[config.mk]
export PLATFORM = sky130hd
export DESIGN_NAME = smul_pipe
export DESIGN_NICKNAME = d
export VERILOG_FILES = /design/src/rtl/smul_pkg.sv /design/src/rtl/smul_signmag.sv /design/src/rtl/smul_magmul.sv /design/src/rtl/smul_resign.sv /design/src/rtl/smul_pipe.sv
export SDC_FILE = /design/constraint.sdc
export NUM_CORES = 1
export LEC_CHECK = 0
export ABC_AREA = 1
export BUFFER_PORTS_ARGS = -buffer_cell sky130_fd_sc_hd__buf_2
export CAP_MARGIN = 20
export CORE_MARGIN = 3
export CORE_UTILIZATION = 50
export CTS_CLUSTER_SIZE = 40
export DETAILED_ROUTE_END_ITERATION = 8
export PLACE_DENSITY = 0.64
export SYNTH_ARGS = -nofsm -noshare
export SYNTH_HDL_FRONTEND = slang
export SYNTH_SLANG_ARGS = --single-unit
export TNS_END_PERCENT = 5
[constraint.sdc]
create_clock -name clk -period 3.7 [get_ports clk]
set_input_delay 0.74 -clock clk [delete_from_list [all_inputs] [get_ports clk]]
set_output_delay 0.74 -clock clk [all_outputs]
set_load 0.02 [all_outputs]
[src/rtl/smul_pkg.sv]
package smul_pkg;

  // Default operand widths of the multiplier
  localparam int unsigned DEF_A_W = 11;
  localparam int unsigned DEF_B_W = 8;

  // Fixed number of register levels from operand capture to product
  localparam int unsigned PIPE_DEPTH = 8;

  // Width of the lower half of a word cut into two carry-linked halves
  function automatic int unsigned lower_half(input int unsigned w);
    return w / 2;
  endfunction

endpackage

[src/rtl/smul_signmag.sv]
// Two's-complement to sign/magnitude conversion (combinational).
// The most negative value maps to 2**(W-1), which still fits in W bits unsigned.
module smul_signmag #(
  parameter int unsigned W = 8
) (
  input  logic [W-1:0] val_i,
  output logic         neg_o,
  output logic [W-1:0] mag_o
);

  always_comb begin
    neg_o = val_i[W-1];
    if (val_i[W-1]) begin
      mag_o = ~val_i + {{(W-1){1'b0}}, 1'b1};
    end else begin
      mag_o = val_i;
    end
  end

endmodule

[src/rtl/smul_magmul.sv]
// Magnitude product: two partial products (low / high slice of A),
// then a shifted sum formed low half first, high half one level later.
// Four register levels.
module smul_magmul #(
  parameter int unsigned A_W = 11,
  parameter int unsigned B_W = 8
) (
  input  logic                 clk,
  input  logic                 rst_n,
  input  logic                 v_i,
  input  logic                 sgn_i,
  input  logic [A_W-1:0]       ma_i,
  input  logic [B_W-1:0]       mb_i,
  output logic                 v_o,
  output logic                 sgn_o,
  output logic [A_W+B_W-1:0]   mag_o
);

  localparam int unsigned M_W   = A_W + B_W;
  localparam int unsigned LO_W  = smul_pkg::lower_half(A_W);
  localparam int unsigned HI_W  = A_W - LO_W;
  localparam int unsigned PL_W  = LO_W + B_W;
  localparam int unsigned PH_W  = HI_W + B_W;
  localparam int unsigned SPL_W = smul_pkg::lower_half(M_W);
  localparam int unsigned UP_W  = M_W - SPL_W;

  // ---------------- level A: low partial product ----------------
  logic              la_v;
  logic              la_s,  la_s_d;
  logic [PL_W-1:0]   la_pl, la_pl_d;
  logic [HI_W-1:0]   la_ah, la_ah_d;
  logic [B_W-1:0]    la_b,  la_b_d;

  always_comb begin
    la_pl_d = {{B_W{1'b0}}, ma_i[LO_W-1:0]} * {{LO_W{1'b0}}, mb_i};
    la_ah_d = ma_i[A_W-1:LO_W];
    la_b_d  = mb_i;
    la_s_d  = sgn_i;
  end

  always_ff @(posedge clk or negedge rst_n) begin
    if (!rst_n) begin
      la_v  <= 1'b0;
      la_s  <= 1'b0;
      la_pl <= '0;
      la_ah <= '0;
      la_b  <= '0;
    end else begin
      la_v <= v_i;
      if (v_i) begin
        la_s  <= la_s_d;
        la_pl <= la_pl_d;
        la_ah <= la_ah_d;
        la_b  <= la_b_d;
      end
    end
  end

  // ---------------- level B: high partial product ----------------
  logic              lb_v;
  logic              lb_s;
  logic [PL_W-1:0]   lb_pl;
  logic [PH_W-1:0]   lb_ph, lb_ph_d;

  always_comb begin
    lb_ph_d = {{B_W{1'b0}}, la_ah} * {{HI_W{1'b0}}, la_b};
  end

  always_ff @(posedge clk or negedge rst_n) begin
    if (!rst_n) begin
      lb_v  <= 1'b0;
      lb_s  <= 1'b0;
      lb_pl <= '0;
      lb_ph <= '0;
    end else begin
      lb_v <= la_v;
      if (la_v) begin
        lb_s  <= la_s;
        lb_pl <= la_pl;
        lb_ph <= lb_ph_d;
      end
    end
  end

  // ---------------- level C: low half of shifted sum ----------------
  logic [M_W-1:0]    lo_ext, hi_sh;
  logic [SPL_W:0]    lc_sum_d;
  logic              lc_v;
  logic              lc_s;
  logic [SPL_W-1:0]  lc_lo;
  logic              lc_c;
  logic [UP_W-1:0]   lc_lu, lc_hu;

  always_comb begin
    lo_ext   = {{(M_W-PL_W){1'b0}}, lb_pl};
    hi_sh    = {lb_ph, {LO_W{1'b0}}};
    lc_sum_d = {1'b0, lo_ext[SPL_W-1:0]} + {1'b0, hi_sh[SPL_W-1:0]};
  end

  always_ff @(posedge clk or negedge rst_n) begin
    if (!rst_n) begin
      lc_v  <= 1'b0;
      lc_s  <= 1'b0;
      lc_lo <= '0;
      lc_c  <= 1'b0;
      lc_lu <= '0;
      lc_hu <= '0;
    end else begin
      lc_v <= lb_v;
      if (lb_v) begin
        lc_s  <= lb_s;
        lc_lo <= lc_sum_d[SPL_W-1:0];
        lc_c  <= lc_sum_d[SPL_W];
        lc_lu <= lo_ext[M_W-1:SPL_W];
        lc_hu <= hi_sh[M_W-1:SPL_W];
      end
    end
  end

  // ---------------- level D: high half of shifted sum ----------------
  logic [UP_W-1:0]   ld_up_d;
  logic              ld_v;
  logic              ld_s;
  logic [M_W-1:0]    ld_mag;

  always_comb begin
    ld_up_d = lc_lu + lc_hu + {{(UP_W-1){1'b0}}, lc_c};
  end

  always_ff @(posedge clk or negedge rst_n) begin
    if (!rst_n) begin
      ld_v   <= 1'b0;
      ld_s   <= 1'b0;
      ld_mag <= '0;
    end else begin
      ld_v <= lc_v;
      if (lc_v) begin
        ld_s   <= lc_s;
        ld_mag <= {ld_up_d, lc_lo};
      end
    end
  end

  assign v_o   = ld_v;
  assign sgn_o = ld_s;
  assign mag_o = ld_mag;

endmodule

[src/rtl/smul_resign.sv]
// Reapplies the product sign: conditional negate split over two levels
// (low half, then high half with carry), then a result register that
// forces a zero magnitude to +0. Three register levels.
module smul_resign #(
  parameter int unsigned M_W = 19
) (
  input  logic            clk,
  input  logic            rst_n,
  input  logic            v_i,
  input  logic            sgn_i,
  input  logic [M_W-1:0]  mag_i,
  output logic            v_o,
  output logic [M_W-1:0]  p_o
);

  localparam int unsigned SPL_W = smul_pkg::lower_half(M_W);
  localparam int unsigned UP_W  = M_W - SPL_W;

  // ---------------- level E: invert, add sign to low half ----------------
  logic [M_W-1:0]    inv_d;
  logic [SPL_W:0]    le_lo_d;
  logic              le_v;
  logic [SPL_W-1:0]  le_lo;
  logic              le_c;
  logic [UP_W-1:0]   le_xu;
  logic              le_z;

  always_comb begin
    inv_d   = mag_i ^ {M_W{sgn_i}};
    le_lo_d = {1'b0, inv_d[SPL_W-1:0]} + {{SPL_W{1'b0}}, sgn_i};
  end

  always_ff @(posedge clk or negedge rst_n) begin
    if (!rst_n) begin
      le_v  <= 1'b0;
      le_lo <= '0;
      le_c  <= 1'b0;
      le_xu <= '0;
      le_z  <= 1'b0;
    end else begin
      le_v <= v_i;
      if (v_i) begin
        le_lo <= le_lo_d[SPL_W-1:0];
        le_c  <= le_lo_d[SPL_W];
        le_xu <= inv_d[M_W-1:SPL_W];
        le_z  <= (mag_i == '0);
      end
    end
  end

  // ---------------- level F: carry into high half ----------------
  logic [UP_W-1:0]   lf_up_d;
  logic              lf_v;
  logic [M_W-1:0]    lf_p;
  logic              lf_z;

  always_comb begin
    lf_up_d = le_xu + {{(UP_W-1){1'b0}}, le_c};
  end

  always_ff @(posedge clk or negedge rst_n) begin
    if (!rst_n) begin
      lf_v <= 1'b0;
      lf_p <= '0;
      lf_z <= 1'b0;
    end else begin
      lf_v <= le_v;
      if (le_v) begin
        lf_p <= {lf_up_d, le_lo};
        lf_z <= le_z;
      end
    end
  end

  // ---------------- level G: result register ----------------
  logic [M_W-1:0]    lg_p_d;
  logic              lg_v;
  logic [M_W-1:0]    lg_p;

  always_comb begin
    lg_p_d = lf_z ? '0 : lf_p;
  end

  always_ff @(posedge clk or negedge rst_n) begin
    if (!rst_n) begin
      lg_v <= 1'b0;
      lg_p <= '0;
    end else begin
      lg_v <= lf_v;
      if (lf_v) begin
        lg_p <= lg_p_d;
      end
    end
  end

  assign v_o = lg_v;
  assign p_o = lg_p;

endmodule

[src/rtl/smul_pipe.sv]
// Eight-level signed multiplier: capture (1) + magnitude multiply (4)
// + sign reapplication (3).
module smul_pipe #(
  parameter int unsigned A_W = smul_pkg::DEF_A_W,
  parameter int unsigned B_W = smul_pkg::DEF_B_W,
  parameter int unsigned P_W = A_W + B_W
) (
  input  logic           clk,
  input  logic           rst_n,
  input  logic           in_valid,
  input  logic [A_W-1:0] in_a,
  input  logic [B_W-1:0] in_b,
  output logic           out_valid,
  output logic [P_W-1:0] out_p
);

  // ---------------- operand capture level ----------------
  logic           a_neg, b_neg;
  logic [A_W-1:0] a_mag;
  logic [B_W-1:0] b_mag;

  smul_signmag #(.W(A_W)) u_abs_a (.val_i(in_a), .neg_o(a_neg), .mag_o(a_mag));
  smul_signmag #(.W(B_W)) u_abs_b (.val_i(in_b), .neg_o(b_neg), .mag_o(b_mag));

  logic           cap_v;
  logic           cap_s,  cap_s_d;
  logic [A_W-1:0] cap_ma;
  logic [B_W-1:0] cap_mb;

  always_comb begin
    cap_s_d = a_neg ^ b_neg;
  end

  always_ff @(posedge clk or negedge rst_n) begin
    if (!rst_n) begin
      cap_v  <= 1'b0;
      cap_s  <= 1'b0;
      cap_ma <= '0;
      cap_mb <= '0;
    end else begin
      cap_v <= in_valid;
      if (in_valid) begin
        cap_s  <= cap_s_d;
        cap_ma <= a_mag;
        cap_mb <= b_mag;
      end
    end
  end

  // ---------------- magnitude multiply ----------------
  logic               mm_v, mm_s;
  logic [P_W-1:0]     mm_mag;

  smul_magmul #(.A_W(A_W), .B_W(B_W)) u_magmul (
    .clk   (clk),
    .rst_n (rst_n),
    .v_i   (cap_v),
    .sgn_i (cap_s),
    .ma_i  (cap_ma),
    .mb_i  (cap_mb),
    .v_o   (mm_v),
    .sgn_o (mm_s),
    .mag_o (mm_mag)
  );

  // ---------------- sign reapplication ----------------
  smul_resign #(.M_W(P_W)) u_resign (
    .clk   (clk),
    .rst_n (rst_n),
    .v_i   (mm_v),
    .sgn_i (mm_s),
    .mag_i (mm_mag),
    .v_o   (out_valid),
    .p_o   (out_p)
  );

endmodule

**Yosys cells after proc, flatten, opt, wreduce, memory -nomap -nowiden**

Cells that the tools add are included.
Widths: inputs -> output; s select.

- Multipliers: 2
- Bitwise gates (word level): 4
- Add/subtract/negate cells: 7
- Muxes and demuxes: 3
- Reductions and logical operators: 1

Operators by type and width:

| operator | count |
|---|---|
| $add 10x1->10 | 2 |
| $logic_not 19->1 | 1 |
| $mux 19 | 1 |
| $xor 19x19->19 | 1 |
| $mul 6x8->14 | 1 |
| $mul 5x8->13 | 1 |
| $add 11x1->11 const B | 1 |
| $mux 11 | 1 |
| $not 11->11 | 1 |
| $add 4x10->10 | 1 |
| $add 9x1->10 | 1 |
| $add 9x9->10 | 1 |
| $add 8x1->8 const B | 1 |
| $mux 8 | 1 |
| $not 8->8 | 1 |
| $xor 1x1->1 | 1 |

- Output and inout bits: 20
- Input port bits: 22
- Logic and storage cells: 49
- Register bits: 189

**Longest topological paths before layout**

- Word-level depth: 3
- Mapped depth: 18

**Cells and area by module**

Synthesis repeated with hierarchy kept, for this count alone.

- Cell total of the unflattened synthesis: 1454
- Area, all modules: 11428.5 sq um

Modules (own cells, without submodules):

| module | times used | sequential area each (sq um) | cells each | area an instance (sq um) |
|---|---|---|---|---|
| smul_magmul | 1 | 2627.5 | 929 | 7184.4 |
| smul_resign | 1 | 1576.5 | 339 | 2949.1 |
| smul_pipe | 1 | 525.5 | 90 | 795.8 |
| smul_signmag at u_abs_a | 1 | 0.0 | 56 | 295.3 |
| smul_signmag at u_abs_b | 1 | 0.0 | 40 | 203.9 |

**Worst setup path after synthesis**

No wires, ideal clock.

- Path kind: reg-to-reg
- From: register u_magmul.la_ah[5]
- To: register u_magmul.lb_ph[13]
- Data required time: 3582 ps
- Arrival: 3219 ps
- Path buffers: 1
- Stages on the path, launching flop included: 17
- Setup time: 118 ps
- Period minus slack after synthesis: 3337 ps
- Setup slack: 363 ps
- Cells stage by stage: dfrtp_1 > clkbuf_1 > nand2_1 > fa_1 > inv_1 > fa_1 > inv_1 > fa_1 > inv_1 > ha_1 > nand2_1 > nor2_1 > nand3_1 > nand3_1 > nand2_1 > nand3_1 > nand2_1

- Longest elaborated chain between the ends: 1

Ends and longest elaborated chain:

| item | RTL line | source |
|---|---|---|
| start: declaration | smul_magmul.sv:31 | `logic [HI_W-1:0] la_ah, la_ah_d;` |
| start signal: assignment | smul_magmul.sv:53 | `la_ah <= la_ah_d;` |
| $mul 6x8->14 | smul_magmul.sv:66 | `lb_ph_d = {{B_W{1'b0}}, la_ah} * {{HI_W{1'b0}}, la_b};` |
| end signal: assignment | smul_magmul.sv:80 | `lb_ph <= lb_ph_d;` |
| end: declaration | smul_magmul.sv:63 | `logic [PH_W-1:0] lb_ph, lb_ph_d;` |

Every way passes these cells.
A chain may end at the register's enable or synchronous reset.

**Worst setup path in the final report**

- From: register u_magmul.la_b[3]
- To: register u_magmul.lb_ph[11]

- Longest elaborated chain between the ends: 1

Ends and longest elaborated chain:

| item | RTL line | source |
|---|---|---|
| start: declaration | smul_magmul.sv:32 | `logic [B_W-1:0] la_b, la_b_d;` |
| start signal: assignment | smul_magmul.sv:54 | `la_b <= la_b_d;` |
| $mul 6x8->14 | smul_magmul.sv:66 |  |

Every way passes these cells.

==> reports/results.txt <==
The flow ran to the end, and the final reports show no timing, DRC or antenna violations. The H-tree generated during clock tree synthesis spans 4 levels. The count of flip-flops with a built-in enable after synthesis came out at 0. The Yosys step of the flow raised 0 warnings.

The number of antenna violations at the first check in global routing is 0, and the total die area is 0.0243 mm^2. The setup-violating endpoint count in the final report came out at 0. Synthesis inferred 189 register bits. Yosys attributes the largest share of cell area to dfrtp_1 (42%), nand2_1 (16%), inv_1 (8.4%), fa_1 (8.2%), ha_1 (6.2%). Class of the tightest hold or removal check: input pin to async pin. The number of hold buffers added after CTS was 0.

The top cell type by total area after synthesis was dfrtp_1. The routed via count is 8562. For the share of the yosys chip area belonging to registers, the log shows 0.421.

The count of input and output buffers is 41. STA classifies the critical path startpoint as a flop. The final count of pins violating max slew was 0. A synthesized cell averages 7.84 um^2. The synthesized instance count came out at 1432.

Leaving out fill and tap cells, the most frequent cells in the layout are nand2_1 (493), inv_1 (252), dfrtp_1 (179), o21ai_0 (107), nand3_1 (75). Final critical-path share of the clock period: 0.936. In the synthesized netlist the dominant register cell turns out to be dfrtp_1. In this run the remaining antenna-violating nets after routing total 0. The run gives 585 um as the total met3 wirelength after detailed routing. For the worst setup path, the data arrival time is 3.80 ns. Dividing the detail-routed wire length by the instance count gives 12.5 um.

Final hold analysis gives a worst-case slack of 0.375 ns. The area growth from synthesis to layout is 10.1%. The pin count of the biggest net entering global routing was 105. For this run, design rule violations remaining after detail routing come to 0. The power density over the cells came out at 550 mW/mm^2.

Starting density of the core: 0.511. The global-route wire length before repair came out at 39400 um. Routability-driven placement finished with a final weighted congestion of 0.833. For this design, the slowest cell found on the critical path is fa_1.

The proportion of netlist area held by the largest area contributor came out at 0.421. Setup clock skew after layout: 0.0116 ns. The uppermost metal layer occupied by signal nets is met4.

The fraction of final layout cells with drive strength greater than 1 is 0.0735, and the diode insertion count for antenna repair is 0. The routed design has 21900 um of wire. Summing internal, switching and leakage power gives 6.79 mW. After synthesis the cells add up to 0.0112 mm^2. The share of synthesized flip-flops with an asynchronous set or reset is 1.00, and the cell area after placement is 0.0117 mm^2.

In the detailed route, the total length drawn on met2 is 11200 um. For the top achievable clock speed, the log shows 289 MHz. Type of the worst setup path: flop to flop.

Combined global-route utilization of all metal layers: 0.195. From left edge to right edge, the die measures 156 um. The tools report the worst-case vdd ir drop as 0.313 mV. The clock passes through at most 2 buffers. The detailed router finished its first iteration with 453 violations.

The tree is rooted in a clkbuf_16. Max-cap violations in this run came to 0. On the worst path, the slowest cell contributes a delay of 0.54 ns.

The total CTS buffers was 17; the die outline height was 156 um. Setup repair after global routing left no endpoint under its margin. The area of the core was 0.0220 mm^2.

During I/O placement, the number of pins put on the boundary was 42. The cell family with the largest share of critical-path delay is adder cells. The tools report the aggregate global routing overflow as 0. The relative slew slack is 0.385, and the net count of the finished layout is 1580. The most common cell after layout, fill and taps aside was nand2_1.

Summed over all nets, the half-perimeter wirelength after detailed placement is 16300 um. The first-pass detailed-route iteration total was 6. The final critical path time including I/O delays and setup is 3.46 ns. TritonCTS built the clock tree. The clock drives 189 sinks.

The floorplan has 54 rows. The insertion delay of the later-clocked pin in the worst-skew pair was 0.44 ns. For this block, wires on met1 add up to 9870 um. Using the TritonRoute via totals, the vias-per-cell ratio works out to 4.90.

The tools report the endpoint required time on the critical path as 4.03 ns. For the total negative slack, the log shows 0 ns. Clock-pin slew was measured on the worst setup and hold paths at 0.09 ns. The logs give 0 for the number of hold-slack violations in the final timing report and 6.88 nW for the leakage power of the design. The tools report the unique cell type count in the Yosys netlist as 32.

The number of buffer and inverter instances along the worst setup path was 3; the total nets after synthesis was 1556. Total non-filler cell area in the finished layout: 0.0124 mm^2. Traced cell by cell, the critical path runs through nand2_1, inv_1, fa_1, fa_1, inv_1, fa_1, inv_1, ha_1, a21oi_1, nor2_1, nor2_1, nand3b_1, nand3_1, nand2_1. Of all nets on the critical path, the largest fanout is 7. The actual transition at the worst max-transition pin works out to 0.922 ns. The tools report the number of global-route vias before repair as 8591. The worst setup path is captured at a flop.
[through the flow]
step                      cells  worst slack (ns)   util
after detailed placement   1717             0.246  0.533
after CTS                  1749             0.234  0.562
after floorplan            1432             0.363      -
after global placement     1717             0.259  0.533
after global routing       1749           0.00579  0.563
final                      1749             0.236  0.563
[final timing paths]
check	from	endpoint	slack, ns	cells after the start
min reg2reg	u_magmul.lc_lo[2]	u_magmul.lc_lo[2]	0.48	2
min	rst_n	u_resign.p_o[0]	0.37	1
min in group clk	u_magmul.lc_lo[2]	u_magmul.lc_lo[2]	0.48	2
max reg2reg	u_magmul.la_b[3]	u_magmul.lb_ph[11]	0.24	14
max	u_magmul.la_b[3]	u_magmul.lb_ph[11]	0.24	14
max in group asynchronous	rst_n	u_magmul.la_b[5]	2.50	2
[cell type report]
| class | count | area, um^2 |
|---|---|---|
| Sequential cell | 189 | 4740 |
| Clock buffer | 17 | 425 |
| Timing Repair Buffer | 56 | 339 |
| Multi-Input combinational cell | 937 | 5340 |
| Tap cell | 280 | 350 |
| Inverter | 255 | 957 |
| Clock inverter | 15 | 206 |
| Fill cell | 2069 | 9600 |
[power breakdown]
group          switching [mW]  leakage [nW]  internal, mW
Sequential              0.384          2.40          2.57
Clock                   0.961         0.301         0.939
Combinational            1.19          4.17         0.751
Total                    2.54          6.88          4.26
[timing repair]
item | in CTS | in global routing
setup endpoints to repair | 0 | 7
buffers inserted | 0 | 0
resized for setup | 0 | 11
[cell families after synthesis]
group | count (synthesis) | share of synthesized area
flip-flops | 189 | 0.421
AND/OR/NAND/NOR | 652 | 0.233
XOR/XNOR | 30 | 0.0257
AO/OA/AOI/OAI | 153 | 0.0720
adder cells (fa/ha/maj) | 102 | 0.144
buffers and inverters | 306 | 0.104
[metal layers]
metal | vias to the layer above | GRT usage
li1 | 4440 | -
met1 | 3982 | 0.239
met2 | 118 | 0.358
met3 | 22 | 0.0319
met4 | 0 | 0.0492
met5 | - | 0
[synth_stat cells, types with 2 or more instances]
master,n
nor4_1,3
a21oi_1,19
xor2_1,10
inv_1,252
buf_2,2
xnor2_1,18
nor3_1,3
nand2_2,3
nor2_2,4
a22o_1,2
a31oi_1,4
o21ai_0,107
nand4_1,14
clkbuf_1,47
nand2_1,493
o22ai_1,16
nand3_1,75
dfrtp_1,189
nor2_1,54
clkinv_1,3
ha_1,56
nand3b_1,3
fa_1,46
[sequential cells by signal, summed over array words and instances, names as in the netlist, 4 cells and up]
| name | count |
|---|---|
| u_resign.lf_p | 19 |
| u_magmul.lc_lo | 9 |
| u_resign.le_xu | 10 |
| u_magmul.lb_ph | 14 |
| u_magmul.lb_pl | 13 |
| u_magmul.mag_o | 19 |
| cap_ma | 11 |
| u_magmul.la_pl | 13 |
| u_magmul.lc_hu | 10 |
| u_magmul.lc_lu | 4 |
| u_magmul.la_b | 8 |
| cap_mb | 8 |
| u_resign.p_o | 19 |
| u_magmul.la_ah | 6 |
| u_resign.le_lo | 9 |
Power figures use the tool's default switching activity.
